`src/rtl/pxs_pkg.sv`:
```
package pxs_pkg;

  typedef enum logic [1:0] {
    MODE_NATIVE16 = 2'b00,
    MODE_RGB565   = 2'b01,
    MODE_RGB888   = 2'b10,
    MODE_SPARE    = 2'b11
  } pxs_mode_e;

  // Bus beats needed to carry one pixel in a given format.
  function automatic logic [1:0] pxs_beats(pxs_mode_e m);
    case (m)
      MODE_RGB565: return 2'd2;
      MODE_RGB888: return 2'd3;
      default:     return 2'd1;
    endcase
  endfunction

  // Delay from first bus beat to rebuilt strobe.
  function automatic logic [2:0] pxs_delay(pxs_mode_e m);
    case (m)
      MODE_RGB565: return 3'd3;
      MODE_RGB888: return 3'd5;
      default:     return 3'd0;
    endcase
  endfunction

  function automatic logic pxs_is_byte(pxs_mode_e m);
    return (m == MODE_RGB565) || (m == MODE_RGB888);
  endfunction

endpackage

```
`src/rtl/pxs_rst_sync.sv`:
```
module pxs_rst_sync #(
  parameter int STAGES = 2
) (
  input  logic clk,
  input  logic rst_n,
  output logic rst_n_sync
);
  logic [STAGES-1:0] sync_q;
  logic [STAGES-1:0] sync_d;

  always_comb begin
    sync_d = {sync_q[STAGES-2:0], 1'b1};
  end

  always_ff @(posedge clk or negedge rst_n) begin
    if (!rst_n) sync_q <= '0;
    else        sync_q <= sync_d;
  end

  assign rst_n_sync = sync_q[STAGES-1];
endmodule

```
`src/rtl/pxs_fmt.sv`:
```
module pxs_fmt
  import pxs_pkg::*;
#(
  parameter int PIX_W  = 24,
  parameter int BYTE_W = 8
) (
  input  pxs_mode_e        mode,
  input  logic             bgr_en,
  input  logic [PIX_W-1:0] pix_i,
  output logic [PIX_W-1:0] pix_o
);
  // 16-bit field layout: red [15:11], green [10:5], blue [4:0]
  localparam int RB_W = 5;
  localparam int G_W  = 6;
  localparam int W16  = 2 * RB_W + G_W;

  logic [PIX_W-1:0] swap24;
  logic [PIX_W-1:0] swap16;

  always_comb begin
    swap24 = {pix_i[BYTE_W-1:0], pix_i[2*BYTE_W-1:BYTE_W], pix_i[PIX_W-1:2*BYTE_W]};
    swap16 = {pix_i[PIX_W-1:W16], pix_i[RB_W-1:0], pix_i[RB_W+G_W-1:RB_W],
              pix_i[W16-1:RB_W+G_W]};
    if (!bgr_en)                  pix_o = pix_i;
    else if (mode == MODE_RGB888) pix_o = swap24;
    else                          pix_o = swap16;
  end
endmodule

```
`src/rtl/pxs_serializer.sv`:
```
module pxs_serializer
  import pxs_pkg::*;
#(
  parameter int PIX_W  = 24,
  parameter int BUS_W  = 16,
  parameter int BYTE_W = 8
) (
  input  logic             clk,
  input  logic             rst_n,
  input  pxs_mode_e        mode,
  input  logic             line_start,
  input  logic             pix_valid,
  output logic             pix_ready,
  input  logic [PIX_W-1:0] pix_word,
  output logic [BUS_W-1:0] bus_data,
  output logic             bus_en
);
  localparam int SH_W = PIX_W - BYTE_W;

  logic             en_q, en_d;
  logic [1:0]       ph_q, ph_d;
  logic [SH_W-1:0]  sh_q, sh_d;
  logic [BUS_W-1:0] dat_q, dat_d;
  logic [1:0]       last_ph;
  logic             at_last, take, byte_mode;

  always_comb begin
    last_ph   = pxs_beats(mode) - 2'd1;
    at_last   = (ph_q == last_ph);
    byte_mode = pxs_is_byte(mode);
    pix_ready = !line_start && (!en_q || at_last);
    take      = pix_valid && pix_ready;
  end

  always_comb begin
    en_d  = en_q;
    ph_d  = ph_q;
    sh_d  = sh_q;
    dat_d = dat_q;
    if (line_start) begin
      en_d = 1'b0;
      ph_d = 2'd0;
    end else if (take) begin
      en_d = 1'b1;
      ph_d = 2'd0;
      if (!byte_mode) begin
        dat_d = pix_word[BUS_W-1:0];
        sh_d  = '0;
      end else if (mode == MODE_RGB888) begin
        dat_d = BUS_W'(pix_word[PIX_W-1 -: BYTE_W]);
        sh_d  = pix_word[SH_W-1:0];
      end else begin
        dat_d = BUS_W'(pix_word[2*BYTE_W-1 -: BYTE_W]);
        sh_d  = {pix_word[BYTE_W-1:0], {(SH_W-BYTE_W){1'b0}}};
      end
    end else if (en_q && !at_last) begin
      ph_d  = ph_q + 2'd1;
      dat_d = BUS_W'(sh_q[SH_W-1 -: BYTE_W]);
      sh_d  = sh_q << BYTE_W;
    end else begin
      en_d = 1'b0;
    end
  end

  always_ff @(posedge clk or negedge rst_n) begin
    if (!rst_n) begin
      en_q  <= 1'b0;
      ph_q  <= 2'd0;
      sh_q  <= '0;
      dat_q <= '0;
    end else begin
      en_q  <= en_d;
      ph_q  <= ph_d;
      sh_q  <= sh_d;
      dat_q <= dat_d;
    end
  end

  assign bus_data = dat_q;
  assign bus_en   = en_q;

  AST_LS_QUIETS_BUS: assert property (@(posedge clk) disable iff (!rst_n)
    line_start |=> !en_q);
  AST_BEATS_CONTIGUOUS: assert property (@(posedge clk) disable iff (!rst_n)
    (en_q && !at_last && !line_start) |=> (en_q && ph_q == $past(ph_q) + 2'd1));
  AST_TAKE_FIRST_BEAT: assert property (@(posedge clk) disable iff (!rst_n)
    take |=> (en_q && ph_q == 2'd0));
endmodule

```
`src/rtl/pxs_reassembler.sv`:
```
module pxs_reassembler
  import pxs_pkg::*;
#(
  parameter int PIX_W  = 24,
  parameter int BUS_W  = 16,
  parameter int BYTE_W = 8
) (
  input  logic             clk,
  input  logic             rst_n,
  input  pxs_mode_e        mode,
  input  logic             line_start,
  input  logic [BUS_W-1:0] bus_data,
  input  logic             bus_en,
  output logic [PIX_W-1:0] out_pix,
  output logic             out_valid
);
  localparam int ACC_W = PIX_W - BYTE_W;

  logic              in_v_q, in_v_d;
  logic [BYTE_W-1:0] in_b_q, in_b_d;
  logic [1:0]        cnt_q, cnt_d;
  logic [ACC_W-1:0]  acc_q, acc_d;
  logic              asm_v_q, asm_v_d;
  logic [PIX_W-1:0]  asm_w_q, asm_w_d;
  logic              st2_v_q, st2_v_d;
  logic [PIX_W-1:0]  st2_w_q, st2_w_d;
  logic [1:0]        last_cnt;
  logic              byte_mode, wide, fire;

  always_comb begin
    byte_mode = pxs_is_byte(mode);
    wide      = (mode == MODE_RGB888);
    last_cnt  = pxs_beats(mode) - 2'd1;
    fire      = byte_mode && in_v_q && (cnt_q == last_cnt) && !line_start;
  end

  // capture stage
  always_comb begin
    in_v_d = byte_mode && bus_en && !line_start;
    in_b_d = bus_en ? bus_data[BYTE_W-1:0] : in_b_q;
  end

  // collect stage
  always_comb begin
    cnt_d = cnt_q;
    acc_d = acc_q;
    if (line_start) begin
      cnt_d = 2'd0;
    end else if (in_v_q) begin
      cnt_d = (cnt_q == last_cnt) ? 2'd0 : cnt_q + 2'd1;
      acc_d = {acc_q[ACC_W-BYTE_W-1:0], in_b_q};
    end
  end

  // output stage, plus retiming stage for the wide word
  always_comb begin
    asm_v_d = fire;
    asm_w_d = asm_w_q;
    if (fire) begin
      if (wide) asm_w_d = {acc_q, in_b_q};
      else      asm_w_d = PIX_W'({acc_q[BYTE_W-1:0], in_b_q});
    end
    st2_v_d = asm_v_q && wide;
    st2_w_d = (asm_v_q && wide) ? asm_w_q : st2_w_q;
  end

  always_ff @(posedge clk or negedge rst_n) begin
    if (!rst_n) begin
      in_v_q  <= 1'b0;
      in_b_q  <= '0;
      cnt_q   <= 2'd0;
      acc_q   <= '0;
      asm_v_q <= 1'b0;
      asm_w_q <= '0;
      st2_v_q <= 1'b0;
      st2_w_q <= '0;
    end else begin
      in_v_q  <= in_v_d;
      in_b_q  <= in_b_d;
      cnt_q   <= cnt_d;
      acc_q   <= acc_d;
      asm_v_q <= asm_v_d;
      asm_w_q <= asm_w_d;
      st2_v_q <= st2_v_d;
      st2_w_q <= st2_w_d;
    end
  end

  always_comb begin
    case (mode)
      MODE_RGB565: begin
        out_valid = asm_v_q;
        out_pix   = asm_w_q;
      end
      MODE_RGB888: begin
        out_valid = st2_v_q;
        out_pix   = st2_w_q;
      end
      default: begin
        out_valid = bus_en;
        out_pix   = PIX_W'(bus_data);
      end
    endcase
  end

  AST_LS_CLEARS_ALIGN: assert property (@(posedge clk) disable iff (!rst_n)
    line_start |=> (!in_v_q && cnt_q == 2'd0));
  AST_STROBE_ONE_SHOT: assert property (@(posedge clk) disable iff (!rst_n)
    asm_v_q |=> !asm_v_q);
  AST_WORD_HELD: assert property (@(posedge clk) disable iff (!rst_n)
    !fire |=> $stable(asm_w_q));
endmodule

```
`src/rtl/pxs_narrow_bus_top.sv`:
```
module pxs_narrow_bus_top
  import pxs_pkg::*;
#(
  parameter int PIX_W  = 24,
  parameter int BUS_W  = 16,
  parameter int BYTE_W = 8,
  parameter int LAT_W  = 3
) (
  input  logic             clk,
  input  logic             rst_n,
  input  logic [1:0]       mode_sel,
  input  logic             bgr_en,
  input  logic             line_start,
  input  logic             pix_valid,
  output logic             pix_ready,
  input  logic [PIX_W-1:0] pix_data,
  output logic [BUS_W-1:0] bus_data,
  output logic             bus_en,
  output logic [PIX_W-1:0] out_pix,
  output logic             out_valid,
  output logic [LAT_W-1:0] latency
);
  pxs_mode_e        mode;
  logic             rst_n_s;
  logic [PIX_W-1:0] word_fmt;

  assign mode    = pxs_mode_e'(mode_sel);
  assign latency = LAT_W'(pxs_delay(mode));

  pxs_rst_sync #(.STAGES(2)) u_rst (
    .clk        (clk),
    .rst_n      (rst_n),
    .rst_n_sync (rst_n_s)
  );

  pxs_fmt #(.PIX_W(PIX_W), .BYTE_W(BYTE_W)) u_fmt (
    .mode   (mode),
    .bgr_en (bgr_en),
    .pix_i  (pix_data),
    .pix_o  (word_fmt)
  );

  pxs_serializer #(.PIX_W(PIX_W), .BUS_W(BUS_W), .BYTE_W(BYTE_W)) u_ser (
    .clk        (clk),
    .rst_n      (rst_n_s),
    .mode       (mode),
    .line_start (line_start),
    .pix_valid  (pix_valid),
    .pix_ready  (pix_ready),
    .pix_word   (word_fmt),
    .bus_data   (bus_data),
    .bus_en     (bus_en)
  );

  pxs_reassembler #(.PIX_W(PIX_W), .BUS_W(BUS_W), .BYTE_W(BYTE_W)) u_rsm (
    .clk        (clk),
    .rst_n      (rst_n_s),
    .mode       (mode),
    .line_start (line_start),
    .bus_data   (bus_data),
    .bus_en     (bus_en),
    .out_pix    (out_pix),
    .out_valid  (out_valid)
  );

  AST_LAT_SHORT: assert property (@(posedge clk) disable iff (!rst_n_s)
    (mode == MODE_RGB565 && out_valid) |-> $past(bus_en, 2));
  AST_LAT_WIDE: assert property (@(posedge clk) disable iff (!rst_n_s)
    (mode == MODE_RGB888 && out_valid) |-> $past(bus_en, 3));
endmodule

```
`config.mk`:
```
export PLATFORM = sky130hd
export DESIGN_NAME = pxs_narrow_bus_top
export DESIGN_NICKNAME = d
export VERILOG_FILES = /design/src/rtl/pxs_pkg.sv /design/src/rtl/pxs_rst_sync.sv /design/src/rtl/pxs_fmt.sv /design/src/rtl/pxs_serializer.sv /design/src/rtl/pxs_reassembler.sv /design/src/rtl/pxs_narrow_bus_top.sv
export SDC_FILE = /design/constraint.sdc
export NUM_CORES = 1
export LEC_CHECK = 0
export BUFFER_PORTS_ARGS = -buffer_cell sky130_fd_sc_hd__buf_2
export CAP_MARGIN = 40
export CORE_MARGIN = 1.5
export CORE_UTILIZATION = 60
export CTS_CLUSTER_SIZE = 8
export DETAILED_ROUTE_END_ITERATION = 8
export GPL_TIMING_DRIVEN = 0
export PLACE_DENSITY_LB_ADDON = 0.25
export RECOVER_POWER = 100
export SLEW_MARGIN = 5
export SYNTH_ARGS = -nofsm -noshare
export SYNTH_HDL_FRONTEND = slang
export SYNTH_SLANG_ARGS = --single-unit
```
`constraint.sdc`:
```
create_clock -name clk -period 7.65 [get_ports clk]
set_clock_uncertainty 0.1 [all_clocks]
set_input_delay 0.3825 -clock clk [delete_from_list [all_inputs] [get_ports clk]]
set_output_delay 0.3825 -clock clk [all_outputs]
set_load 0.005 [all_outputs]
```
# Word level (Yosys, flattened, before mapping)
# Cells that the tools add are included.
[word_totals]
regBits = 114
in_bits = 31
word_cells = 65
output_inout_bits = 46
[classes]
n_mux = 24
n_addsub = 3
bitwise = 1
n_reduce_logical = 19
eq_ne = 5
[ops]
columns = ["cell", "count"]
rows = [
  ["$mux 16", 7],
  ["$mux 24", 3],
  ["$pmux 24 s2", 1],
  ["$mux 2", 6],
  ["$logic_and 1x1->1", 9],
  ["$mux 8", 1],
  ["$pmux 3 s2", 1],
  ["$add 2x1->2 const B", 2],
  ["$eq 2x2->1", 2],
  ["$pmux 2 s2", 1],
  ["$reduce_and 2->1", 2],
  ["$reduce_bool 2->1", 2],
  ["$logic_not 1->1", 3],
  ["$mux 1", 3],
  ["$ne 3x2->1 const B", 1],
  ["$reduce_bool 3->1", 1],
  ["$eq 2x1->1 const B", 1],
  ["$eq 2x2->1 const B", 1],
  ["$logic_or 1x1->1", 2],
  ["$pmux 1 s2", 1],
  ["$sub 2x1->2 const B", 1],
  ["$not 1->1", 1],
]

# Depth between registers and ports, before layout
# Gate-level depths: netlist of the first run.
[logic_depth]
depth_word = 9
depth_mapped = 9
depth_no_buf = 6

# By module
# Synthesis of the first run repeated with hierarchy kept, for this count alone.
[hier_totals]
cells_unflattened = 521
hier_area_um2 = 5775.5
[by_module_without_submodules]
columns = ["module", "area_per_inst_um2", "n_inst", "cells_per_inst"]
rows = [
  ["pxs_reassembler", 3447.1, 1, 282],
  ["pxs_serializer", 1865.5, 1, 191],
  ["pxs_fmt", 372.9, 1, 40],
  ["pxs_rst_sync", 53.8, 1, 3],
  ["pxs_narrow_bus_top", 36.3, 1, 5],
]

# Worst setup path before layout of the first run
# Ideal clock, no wire load.
[synth_timing]
path_type = "input to output"
from = "input port mode_sel[0]"
to = "output port out_pix[10]"
n_path_buf = 4
cell_stages = 8
slack_ns = 5.315
t_arrival_ns = 1.852
t_required_ns = 7.168
cell_sequence = "inv_1 ha_1 buf_2 buf_1 buf_2 buf_1 nand2_1 o21ai_0"
[synth_via]
elab_chain_len = 2
word_cells_on_any_way = 3
cone_classes = "eq/ne (2); mux (1)"
[synth_rtl]
columns = ["element", "line_no", "source"]
rows = [
  ["start: declaration", "pxs_narrow_bus_top.sv:11", "input logic [1:0] mode_sel,"],
  ["$eq 2x2->1 or $eq 2x1->1 (tied branches)", "pxs_reassembler.sv:90", "case (mode)"],
  ["$pmux 24 s2 *", "pxs_reassembler.sv:90", ""],
  ["end: declaration", "pxs_narrow_bus_top.sv:19", "output logic [PIX_W-1:0] out_pix,"],
]
# Mark *: on every way between the ends. The rest lies on a longest branch, timed or not.

# Worst setup path in the final report of the first run
[layout_timing]
from = "input port mode_sel[0]"
to = "output port out_valid"
[layout_via]
elab_chain_len = 2
word_cells_on_any_way = 3
cone_classes = "eq/ne (2); mux (1)"
[layout_rtl]
columns = ["element", "line_no", "source"]
rows = [
  ["$eq 2x2->1 or $eq 2x1->1 (tied branches)", "pxs_reassembler.sv:90", ""],
  ["$pmux 1 s2 *", "pxs_reassembler.sv:90", ""],
  ["end: declaration", "pxs_narrow_bus_top.sv:20", "output logic out_valid,"],
]
# Marked as above.

==> reports/qor.txt, run 1 <==
worst-case headroom to the max-slew limit: -45.0%
count of synthesis-stage warnings from yosys: 0
antenna diode count: 0
PostCTS Resize Cnt: 0
setup total negative slack: 0 ns
placeable core area: 9200 sq um
horizontal extent of the die: 100 microns
cell row count: 35
die footprint: 10100 sq um
maximum frequency from static timing analysis: 266 MHz
sequential fraction of the synthesis area: 50.2%
failing checks: capacitance limit, slew limit
cell chosen for the clock root: sky130_fd_sc_hd__clkbuf_8
share of final-layout standard cells stronger than drive strength 1: 23.2%
placed wire-length estimate: 10.5 mm
wire length of the first global-routing pass: 24.6 mm
y dimension of the die: 100 microns
number of DRC violations after detailed-routing iteration 0: 269
WL final: 15.7 mm
Netlist Area Pre-Place: 5680 sq um
average detailed-routed wire length per instance: 21.6 microns
count of antenna-violating nets left after detailed routing: 0
number of instances in the synthesized netlist: 509
peak supply drop: 160 uV
Critical Path Start Type: primary input
detailed-router iteration count before antenna repair: 5
post-layout net count: 640
via count of the first global-routing pass: 4648
end of the worst register-to-register path: u_ser.sh_q[6]
final RePlAce weighted congestion: 0.950
total congestion overflow after global routing: 0
RR Startpoint: u_ser.ph_q[0]
commonest cells after routing, fill and taps aside: sky130_fd_sc_hd__dfrtp_1 (114), sky130_fd_sc_hd__clkbuf_1 (60), sky130_fd_sc_hd__mux2_2 (56), sky130_fd_sc_hd__buf_2 (48), sky130_fd_sc_hd__nand2_1 (46)
Leak Pwr: 0.00316 uW
Post-Syn Nets: 544
H-Tree Level Count: 4
count of port buffers added during placement: 74
number of max-capacitance violations reported: 1
areal power density over the cells: 279 nW/um^2
category of the critical setup timing path: primary input to output pin
run status: complete, but fails checks
Pwr Total: 1880 uW
min Tclk post-route: 3.76 ns
number of hold violations in the final report: 0
starting density of the core: 61.8%
clock-pin slew on the worst setup and hold paths: 0.06 ns
final standard cell area without fillers: 6720 sq um
number of top-level design ports: 77
CP Data Required Time: 7.17 ns
count of vias placed by the detailed router: 4660
share of the clock period used by the worst path: 49.2%
cells on worst reg2reg path: 5
area growth from synthesis to layout: 18.4%
Final Max Slew Viols: 53
number of clock sinks: 114
pin count of the biggest net entering global routing: 61
GRT Resource Usage Total: 32.9%
count of state elements after synthesis: 114
most common cell after layout, fill and taps aside: sky130_fd_sc_hd__dfrtp_1
CTS Buf Count: 17
worst reg-to-reg setup slack: 4.78 ns
critical path fanouts, max: 10
path class of the lowest-slack min-delay path: primary input to asynchronous set/reset pin
Skew-Pair Late Insertion Delay: 0.52 ns
slew at the pin closest to its max-slew limit: 2.17 ns
filler instances: 663
Final setup violation count: 0
nature of the critical path endpoint: output pin
syn_area_per_cell: 11.2 sq um
placed cell area: 6220 sq um
unrepaired setup endpoints after global routing: false
number of remaining DRC errors: 0
count of distinct cell types in the synthesized netlist: 41
ratio of routed vias to standard cells: 6.41
antenna violations before repair: 0
clock tree from TritonCTS: done
Worst Hold Slack: 0.0713 ns
number of buffers between clock root and the deepest sink: 2
arrival time reported for the critical path endpoint: 3.28 ns
==> state kept, by name (all words and copies together), names as in the netlist <==
signal          cells
u_rsm.acc_q        16
u_rsm.asm_v_q       1
u_rsm.asm_w_q      24
u_rsm.cnt_q         2
u_rsm.in_b_q        8
u_rsm.in_v_q        1
u_rsm.st2_v_q       1
u_rsm.st2_w_q      24
u_rst.sync_q        2
u_ser.bus_data     16
u_ser.bus_en        1
u_ser.ph_q          2
u_ser.sh_q         16
==> stage by stage <==
stage	util (%)	std cells	worst slack, ns
floorplan	-	509	4.14
global route	73.1	727	3.71
detailed placement	67.6	695	4.41
CTS	74.4	727	4.32
global placement	67.3	694	3.07
finish	73.1	727	3.89
==> cell families (layout without fill, tap and decap cells) <==
family	after synthesis	count (layout)	share of synthesized area, %
DFF	114	114	50.2
other	1	1	0.0660
and+or+nand+nor	110	110	8.75
xor gates and xnor gates	7	7	1.08
AOI/OAI and AO/OA	132	132	15.6
adders and majority gates	4	4	0.881
muxes	95	95	19.6
buffers and inverters	46	153	3.83
==> where the power goes <==
part | total (uW) | switching, uW | internal [uW]
combinational | 265 | 137 | 128
clock | 816 | 275 | 541
sequential | 797 | 92.4 | 704
total | 1880 | 504 | 1370
==> final cells by class <==
type	instances	area (sq um)	share of cell area, %
clock buffer	20	445	6.63
clock inverter	10	159	2.36
inverter	7	26.3	0.391
timing repair buffer	77	385	5.73
sequential	114	2850	42.4
multi-input combinational	349	2560	38.1
buffer	39	151	2.25
tap	111	139	2.07
==> per-layer routing <==
layer	vias up	global-route usage (%)	part of all wire (%)
li1	2043	-	-
met4	0	14.7	2.9
met1	2369	43.9	42
met2	203	50.8	49
met5	-	0	0
met3	45	8.50	6.2
==> worst max-delay path by stage <==
stage | from | endpoint | slack (ns) | cells past startpoint
detailed placement | mode_sel[0] | out_pix[2] | 4.41 | 10
global route | mode_sel[0] | out_pix[2] | 3.71 | 10
CTS | mode_sel[0] | out_valid | 4.32 | 10
global placement | u_rst.sync_q[1] | u_ser.sh_q[3] | 3.07 | 0
floorplan | u_rst.sync_q[1] | u_rsm.acc_q[0] | 4.14 | 0
finish | mode_sel[0] | out_valid | 3.89 | 10
==> synth_stat cells, drive strengths merged <==
master	n	area share [%]
xnor2	2	0.31
clkbuf	17	1.1
o22ai	8	0.88
o211ai	6	0.79
a21oi	25	2.2
and3	2	0.22
a21boi	2	0.33
nand2b	5	0.55
nand3	7	0.62
a211o	2	0.31
a2111oi	1	0.15
nand3b	3	0.40
dfrtp	114	50
nor2	33	2.2
a32o	6	1.1
ha	4	0.88
a32oi	2	0.31
xor2	5	0.77
buf	22	2.2
a311oi	2	0.31
a22oi	25	3.3
o2bb2ai	10	1.5
inv	7	0.46
o21ai	34	3.0
nor2b	9	1.1
and2	4	0.44
nand2	46	3.0
o211a	2	0.35
or4b	1	0.18
mux2	69	15
a211oi	4	0.53
a221o	3	0.53
conb	1	0.066
mux4	2	0.79
mux2i	24	4.2
==> what timing repair did <==
item,CTS,global route
hold endpoints to repair,6,0
buffers inserted,0,0
hold buffers,2,0
==> worst max-delay path, cell delays in order <==
cell and delay (ns):
sky130_fd_sc_hd__clkbuf_1 0.14, sky130_fd_sc_hd__inv_1 0.08, sky130_fd_sc_hd__ha_1 0.43, sky130_fd_sc_hd__clkbuf_1 0.37, sky130_fd_sc_hd__clkbuf_1 0.46, sky130_fd_sc_hd__clkbuf_1 0.46
sky130_fd_sc_hd__clkbuf_1 0.48, sky130_fd_sc_hd__nand2_1 0.13, sky130_fd_sc_hd__o21ai_0 0.18, sky130_fd_sc_hd__clkbuf_1 0.15
No activity file was read; power rests on OpenSTA's default activity.
==> run 2, diff against run 1 <==
ABC_AREA = 1   (was not set)
CORE_UTILIZATION = 52   (was 60)
clock period = 3 ns   (was 7.65 ns; I/O delays follow)
==> reports/qor.txt, run 2 <==
areal power density over the cells: 711 nW/um^2 (+150%)
count of vias placed by the detailed router: 5224 (+12%)
Regs by FF count: u_rsm.asm_w_q (24), u_rsm.st2_w_q (24)
arrival time reported for the critical path endpoint: 2.42 ns (-0.86 ns)
count of synthesis-stage warnings from yosys: 0 (unchanged)
detailed-routing wirelength on met1: 6.68 mm (+0.77%)
Post-CTS Setup Inserts: 0 (unchanged)
share of the clock period used by the worst path: 88.9%
fraction of post-synthesis cell area in the top cell type by area: 52.4% (+2.2 points)
number of remaining DRC errors: 0 (unchanged)
cells on worst reg2reg path: 7 (+2)
final RePlAce weighted congestion: 0.940 (-1.0%)
cell chosen for the clock root: sky130_fd_sc_hd__clkbuf_8
most area-hungry cell type in the Yosys netlist: sky130_fd_sc_hd__dfrtp_1
setup total negative slack: 0 ns (unchanged)
number of hold violations in the final report: 0 (unchanged)
area growth from synthesis to layout: 25.5%
placed cell area: 6030 sq um (-3.1%)
switching share of power: 28.1% (+1.3 points)
clock tree from TritonCTS: done
CP Data Required Time: 2.75 ns (-4.42 ns)
nature of the critical path endpoint: output pin
total congestion overflow after global routing: 0 (unchanged)
average detailed-routed wire length per instance: 16.5 microns (-24%)
post-layout net count: 843 (+32%)
y dimension of the die: 105 microns (+5.0%)
count of antenna-violating nets left after detailed routing: 0 (unchanged)
syn_area_per_cell: 7.97 sq um (-29%)
Async S/R FF share, synth: 100% (unchanged)
pin count of the biggest net entering global routing: 63 (+3.3%)
count of port buffers added during placement: 76 (+2.7%)
ratio of routed vias to standard cells: 5.46 (-15%)
starting density of the core: 53.2% (-8.5 points)
clock-pin slew on the worst setup and hold paths: 0.05 ns (about the same)
antenna violations before repair: 0 (unchanged)
min Tclk post-route: 2.67 ns
number of enable flip-flop cells after synthesis: 0 (unchanged)
number of top-level design ports: 77 (unchanged)
Final setup violation count: 0 (unchanged)
number of buffers between clock root and the deepest sink: 2 (unchanged)
met2 WL post-DR: 7.69 mm (+1.1%)
Leak Pwr: 0.00336 uW (+6.5%)
via count of the first global-routing pass: 5147 (+11%)
sequential group share of total power: 42.6% (+0.2 points)
net switching power: 1370 uW (+170%)
Final Max Slew Viols: 0 (-100%)
Critical Path Start Type: primary input
uppermost metal layer occupied by signal nets: met4
H-Tree Level Count: 4 (unchanged)
GRT Resource Usage Total: 30.0% (-2.8 points)
number of max-capacitance violations reported: 0 (-1)
path class of the lowest-slack min-delay path: primary input to register
sequential fraction of the synthesis area: 52.4% (+2.2 points)
proportion of power drawn by combinational gates: 17.2% (+3.1 points)
Skew-Pair Late Insertion Delay: 0.52 ns (about the same)
worst-case headroom to the max-slew limit: 5.42% (+50 points)
category of the critical setup timing path: primary input to output pin
Post-Syn Nets: 718 (+32%)
placeable core area: 10200 sq um (+11%)
unrepaired setup endpoints after global routing: false
placed wire-length estimate: 11.2 mm (+7.0%)
Clk network pwr share: 40.2% (-3.3 points)
number of DRC violations after detailed-routing iteration 0: 409 (+52%)
leading cell types by total area after synthesis: sky130_fd_sc_hd__dfrtp_1 (52%), sky130_fd_sc_hd__nand2_1 (16%), sky130_fd_sc_hd__o21ai_0 (9.4%)
peak supply drop: 379 uV (+140%)
run status: finished clean
count of state elements after synthesis: 114 (unchanged)
slew at the pin closest to its max-slew limit: 1.42 ns (-0.756 ns)
final standard cell area without fillers: 6830 sq um (+1.7%)
antenna diode count: 0 (unchanged)
filler instances: 867 (+31%)
CTS Buf Count: 17 (unchanged)
most common cell after layout, fill and taps aside: sky130_fd_sc_hd__nand2_1
commonest cells after routing, fill and taps aside: sky130_fd_sc_hd__nand2_1 (230), sky130_fd_sc_hd__dfrtp_1 (113), sky130_fd_sc_hd__o21ai_0 (110), sky130_fd_sc_hd__inv_1 (69), sky130_fd_sc_hd__buf_2 (63)
count of distinct cell types in the synthesized netlist: 31 (-24%)
detailed-router iteration count before antenna repair: 6 (+1)
cell row count: 37 (+5.7%)
DR WL met3: 1.01 mm (+4.3%)
Int Pwr: 3490 uW (+150%)
Synth top cells by count: sky130_fd_sc_hd__nand2_1 (228), sky130_fd_sc_hd__dfrtp_1 (114), sky130_fd_sc_hd__o21ai_0 (102)
number of instances in the synthesized netlist: 683 (+34%)
Netlist Area Pre-Place: 5440 sq um (-4.1%)
die footprint: 11100 sq um (+10%)
hold-critical path depth: 5
number of clock sinks: 114 (unchanged)
WL final: 15.7 mm (+0.46%)
wire length of the first global-routing pass: 25.5 mm (+3.7%)
cell with the most instances after synthesis: sky130_fd_sc_hd__nand2_1
maximum frequency from static timing analysis: 375 MHz
critical path fanouts, max: 10 (unchanged)
Core Util, Final: 66.8% (-6.3 points)
dominant synthesized flop cell: sky130_fd_sc_hd__dfrtp_1
horizontal extent of the die: 105 microns (+5.0%)
share of final-layout standard cells stronger than drive strength 1: 13.0% (-10 points)
==> run 2: changes by cell type in the layout (fill, tap and decap cells not counted), sizes merged, moves of 13 or more <==
| cell | before | now |
|---|---|---|
| mux2 | 69 | 0 |
| dlygate4sd3 | 2 | 29 |
| o21ai | 34 | 112 |
| a21oi | 25 | 12 |
| inv | 8 | 73 |
| nand2 | 46 | 230 |
| a22oi | 25 | 0 |
| nor2 | 33 | 16 |
| buf | 51 | 67 |
| nand3 | 7 | 58 |
| mux2i | 24 | 0 |
==> run 2: power by group through the flow <==
stage | Sequential (uW) | Combinational, uW | Clock, uW
6_report | 2070 | 835 | 1950
5_1_grt | 2110 | 951 | 2040
4_1_cts | 2070 | 852 | 1980
3_5_place_dp | 2090 | 803 | 0
3_3_place_gp | 2090 | 758 | 0
2_1_floorplan | 2050 | 509 | 0
==> run 2: routing by layer <==
metal | track usage [%] | vias to the layer above
li1 | - | 2456
met3 | 5.75 | 34
met5 | 0 | -
met4 | 12.9 | 0
met2 | 48.6 | 236
met1 | 39.6 | 2498
==> run 2: path summary, 6_finish.rpt <==
path                                 startpoint           endpoint  slack (ns)
worst max-delay path                mode_sel[0]        out_pix[11]        0.33
worst min-delay path               pix_data[18]      u_ser.sh_q[2]        0.02
worst max register to register     u_rsm.in_v_q  u_rsm.asm_w_q[14]        0.46
worst min register to register  u_rst.sync_q[0]    u_rst.sync_q[1]        0.25
max in group asynchronous       u_rst.sync_q[1]   u_rsm.asm_w_q[1]        1.39
min in group asynchronous                 rst_n    u_rst.sync_q[0]        0.40
==> run 2: layout make-up <==
| class | count | area (sq um) | share of cell area [%] |
|---|---|---|---|
| Inverter | 73 | 274 | 4.01 |
| Clock buffer | 27 | 512 | 7.49 |
| Tap cell | 136 | 170 | 2.49 |
| Timing Repair Buffer | 106 | 671 | 9.81 |
| Clock inverter | 4 | 70.1 | 1.03 |
| Buffer | 35 | 161 | 2.36 |
| Sequential cell | 114 | 2850 | 41.8 |
| Multi-Input combinational cell | 461 | 2120 | 31.1 |
==> run 2: worst max-delay path, stage by stage <==
cell and delay (ns):
sky130_fd_sc_hd__clkbuf_1 0.12, sky130_fd_sc_hd__inv_1 0.08, sky130_fd_sc_hd__ha_1 0.30, sky130_fd_sc_hd__clkbuf_2 0.19, sky130_fd_sc_hd__inv_2 0.21, sky130_fd_sc_hd__nand2_1 0.23
sky130_fd_sc_hd__inv_1 0.12, sky130_fd_sc_hd__buf_2 0.29, sky130_fd_sc_hd__clkbuf_2 0.34, sky130_fd_sc_hd__nand2_1 0.09, sky130_fd_sc_hd__o221ai_1 0.13, sky130_fd_sc_hd__clkbuf_1 0.15
==> run 2: stage by stage <==
| stage | worst slack, ns | power (uW) | cells | hold WS, ns |
|---|---|---|---|---|
| floorplan | 0.994 | 2550 | 683 | -0.246 |
| global placement | 0.378 | 2850 | 895 | -0.165 |
| detailed placement | 0.497 | 2890 | 896 | -0.163 |
| CTS | 0.494 | 4900 | 956 | 0.0101 |
| global route | 0.194 | 5110 | 956 | 0.0655 |
| finish | 0.333 | 4860 | 956 | 0.0217 |
==> run 2: logic make-up (layout without fill, tap and decap cells) <==
kind of cell,count (synthesis),in the layout,share of synthesized area [%]
xor gates and xnor gates,2,2,0.322
and+or+nand+nor,309,309,23.6
DFF,114,114,52.4
adders and majority gates,4,4,0.919
AOI/OAI and AO/OA,145,145,14.6
other,1,1,0.0689
buffers and inverters,108,245,8.11
==> run 2: timing repair <==
| action | CTS | global route |
|---|---|---|
| hold buffers | 29 | 0 |
| hold endpoints to repair | 32 | 0 |
| gates resized for setup | 0 | 0 |
| endpoints found under the setup margin | 0 | 0 |
==> run 3, diff against run 2 <==
MAX_ROUTING_LAYER = met4   (was not set)
TNS_END_PERCENT = 30   (was not set)
==> reports/qor.txt, run 3 (synthesis results as in run 2) <==
run status: complete, but fails checks
failing checks: hold timing
sequential group share of total power: 44.1% (+1.5 points)
number of top-level design ports: 77 (unchanged)
cell row count: 37 (unchanged)
peak per-stage delay on the critical path: 0.34 ns (about the same)
post-placement cell count: 896 (unchanged)
post-placement worst setup slack: 0.460 ns (-0.0372 ns)
worst-case headroom to the max-slew limit: 14.2% (+8.8 points)
count of port buffers added during placement: 76 (unchanged)
critical path, cell by cell: clkbuf_1 > inv_1 > ha_1 > clkbuf_2 > inv_2 > nand2_1 > inv_1 > buf_2 > clkbuf_2 > nand2_1 > o221ai_1 > clkbuf_2
areal power density over the cells: 695 nW/um^2 (-2.3%)
proportion of power drawn by combinational gates: 18.0% (+0.8 points)
detailed-router iteration count before antenna repair: 5 (-1)
number of max-capacitance violations reported: 0 (unchanged)
antenna diode count: 0 (unchanged)
final RePlAce weighted congestion: 0.931 (-1.0%)
H-Tree Level Count: 4 (unchanged)
CP Data Required Time: 2.75 ns (about the same)
share of the clock period used by the worst path: 89.4% (+0.46 points)
number of hold violations in the final report: 1 (+1)
DR WL met3: 1.09 mm (+8.4%)
horizontal extent of the die: 105 microns (unchanged)
category of the critical setup timing path: primary input to output pin
placeable core area: 10200 sq um (unchanged)
non-filler instance count after layout: 956 (unchanged)
path class of the lowest-slack min-delay path: primary input to register
share of final-layout standard cells stronger than drive strength 1: 12.7% (-0.37 points)
number of buffers between clock root and the deepest sink: 2 (unchanged)
via count of the first global-routing pass: 5025 (-2.4%)
clock-pin slew on the worst setup and hold paths: 0.06 ns (about the same)
CP delay by family, top: buffers and inverters
commonest cells after routing, fill and taps aside: sky130_fd_sc_hd__nand2_1 (230), sky130_fd_sc_hd__dfrtp_1 (113), sky130_fd_sc_hd__o21ai_0 (109), sky130_fd_sc_hd__inv_1 (69), sky130_fd_sc_hd__buf_2 (62)
Clk network pwr share: 37.9% (-2.3 points)
Pwr Total: 4710 uW (-3.2%)
GRT Resource Usage Total: 31.0% (+1.0 points)
net switching power: 1400 uW (+2.0%)
detailed-routing wirelength on met1: 6.77 mm (+1.3%)
worst reg-to-reg setup slack: 0.35 ns (-0.11 ns)
placed wire-length estimate: 11.3 mm (about the same)
Leak Pwr: 0.00333 uW (-0.97%)
pin count of the biggest net entering global routing: 58 (-7.9%)
number of remaining DRC errors: 0 (unchanged)
crit path max-delay cell type: sky130_fd_sc_hd__clkbuf_2
min Tclk post-route: 2.68 ns (+0.0139 ns)
WL final: 15.9 mm (+0.98%)
average detailed-routed wire length per instance: 16.6 microns (+0.98%)
Final setup violation count: 0 (unchanged)
unrepaired setup endpoints after global routing: false
Critical Path Start Type: primary input
Final Max Slew Viols: 0 (unchanged)
CP Buf/Inv Count: 8 (unchanged)
hold-critical path depth: 5 (unchanged)
most common cell after layout, fill and taps aside: sky130_fd_sc_hd__nand2_1
starting density of the core: 53.2% (unchanged)
met2 WL post-DR: 7.71 mm (+0.27%)
post-layout net count: 844 (+0.12%)
cell chosen for the clock root: sky130_fd_sc_hd__clkbuf_8
maximum frequency from static timing analysis: 373 MHz (-0.52%)
ratio of routed vias to standard cells: 5.41 (-1.0%)
Skew-Pair Late Insertion Delay: 0.52 ns (about the same)
Regs by FF count: u_rsm.asm_w_q (24), u_rsm.st2_w_q (24)
slew at the pin closest to its max-slew limit: 1.29 ns (-0.132 ns)
Worst Hold Slack: -0.00134 ns (-0.0231 ns)
arrival time reported for the critical path endpoint: 2.43 ns (about the same)
count of antenna-violating nets left after detailed routing: 0 (unchanged)
Post-CTS Setup Inserts: 0 (unchanged)
crit path setup slack, layout: 0.319 ns (-0.0139 ns)
PostCTS Resize Cnt: 0 (unchanged)
antenna violations before repair: 0 (unchanged)
y dimension of the die: 105 microns (unchanged)
total congestion overflow after global routing: 0 (unchanged)
critical path fanouts, max: 10 (unchanged)
wire length of the first global-routing pass: 25.4 mm (-0.65%)
CTS Buf Count: 17 (unchanged)
nature of the critical path endpoint: output pin
cells on worst reg2reg path: 7 (unchanged)
peak supply drop: 375 uV (-0.90%)
Int Pwr: 3310 uW (-5.2%)
die footprint: 11100 sq um (unchanged)
clock tree from TritonCTS: done
number of gates on the worst path with buffers counted: 12 (unchanged)
uppermost metal layer occupied by signal nets: met4
CP dominant cell by count: sky130_fd_sc_hd__clkbuf_2
setup total negative slack: 0 ns (unchanged)
number of DRC violations after detailed-routing iteration 0: 415 (+1.5%)
number of clock sinks: 114 (unchanged)
count of vias placed by the detailed router: 5171 (-1.0%)
area growth from synthesis to layout: 24.4%
switching share of power: 29.7% (+1.5 points)
-- run 3: cell types whose count changed in the layout (fill, tap and decap cells not counted), sizes merged --
cell         previous run  this run
clkinv                  2         6
buf                    67        65
clkbuf                 72        70
bufinv                  2         1
dlygate4sd3            29        30
-- run 3: per-layer routing --
metal / global-route usage [%] / up-vias
met1: 39.7 / 2476
li1: - / 2461
met5: - / -
met2: 48.5 / 205
met3: 6.93 / 29
met4: 11.7 / 0
-- run 3: layout make-up --
type	instances	area, sq um
plain buffers	35	155
clock buffers	23	457
clock inverters	7	60.1
fillers	896	3460
inverters	73	274
multi-input cells	461	2120
flip-flops and latches	114	2850
well taps	136	170
repair buffers	107	682
-- run 3: metrics by stage --
step           util [%]  instance area (sq um)
4_1_cts            66.9                   6840
2_1_floorplan         -                   5450
3_3_place_gp       58.6                   6000
6_report           66.2                   6770
5_1_grt            66.2                   6770
3_5_place_dp       58.9                   6030
-- run 3: path summary, 6_finish.rpt --
| path | startpoint | endpoint |
|---|---|---|
| max reg2reg | u_rsm.in_v_q | u_rsm.asm_w_q[15] |
| min reg2reg | u_rst.sync_q[0] | u_rst.sync_q[1] |
| max in group asynchronous | u_rst.sync_q[1] | u_ser.bus_data[7] |
| min | pix_data[5] | u_ser.sh_q[5] |
| max | mode_sel[0] | out_pix[15] |
| min in group asynchronous | rst_n | u_rst.sync_q[0] |
-- run 3: what timing repair did --
item,in CTS,in global routing
hold buffers,30,0
hold endpoints to repair,32,0
setup endpoints to repair,0,0
-- run 3: power groups by stage --
stage          Clock (uW)  Sequential, uW  Combinational (uW)
2_1_floorplan           0            2050                 509
3_3_place_gp            0            2090                 758
3_5_place_dp            0            2090                 810
4_1_cts              1790            2070                 861
5_1_grt              1870            2110                 950
6_report             1790            2070                 846
-- run 3: worst reg2reg max path, delay by kind of cell, from the launching register on --
family	cells	cell delay, ns
simple gates	2	1.03
buf+inv	4	0.98
flops	1	0.33
compound gates	1	0.08
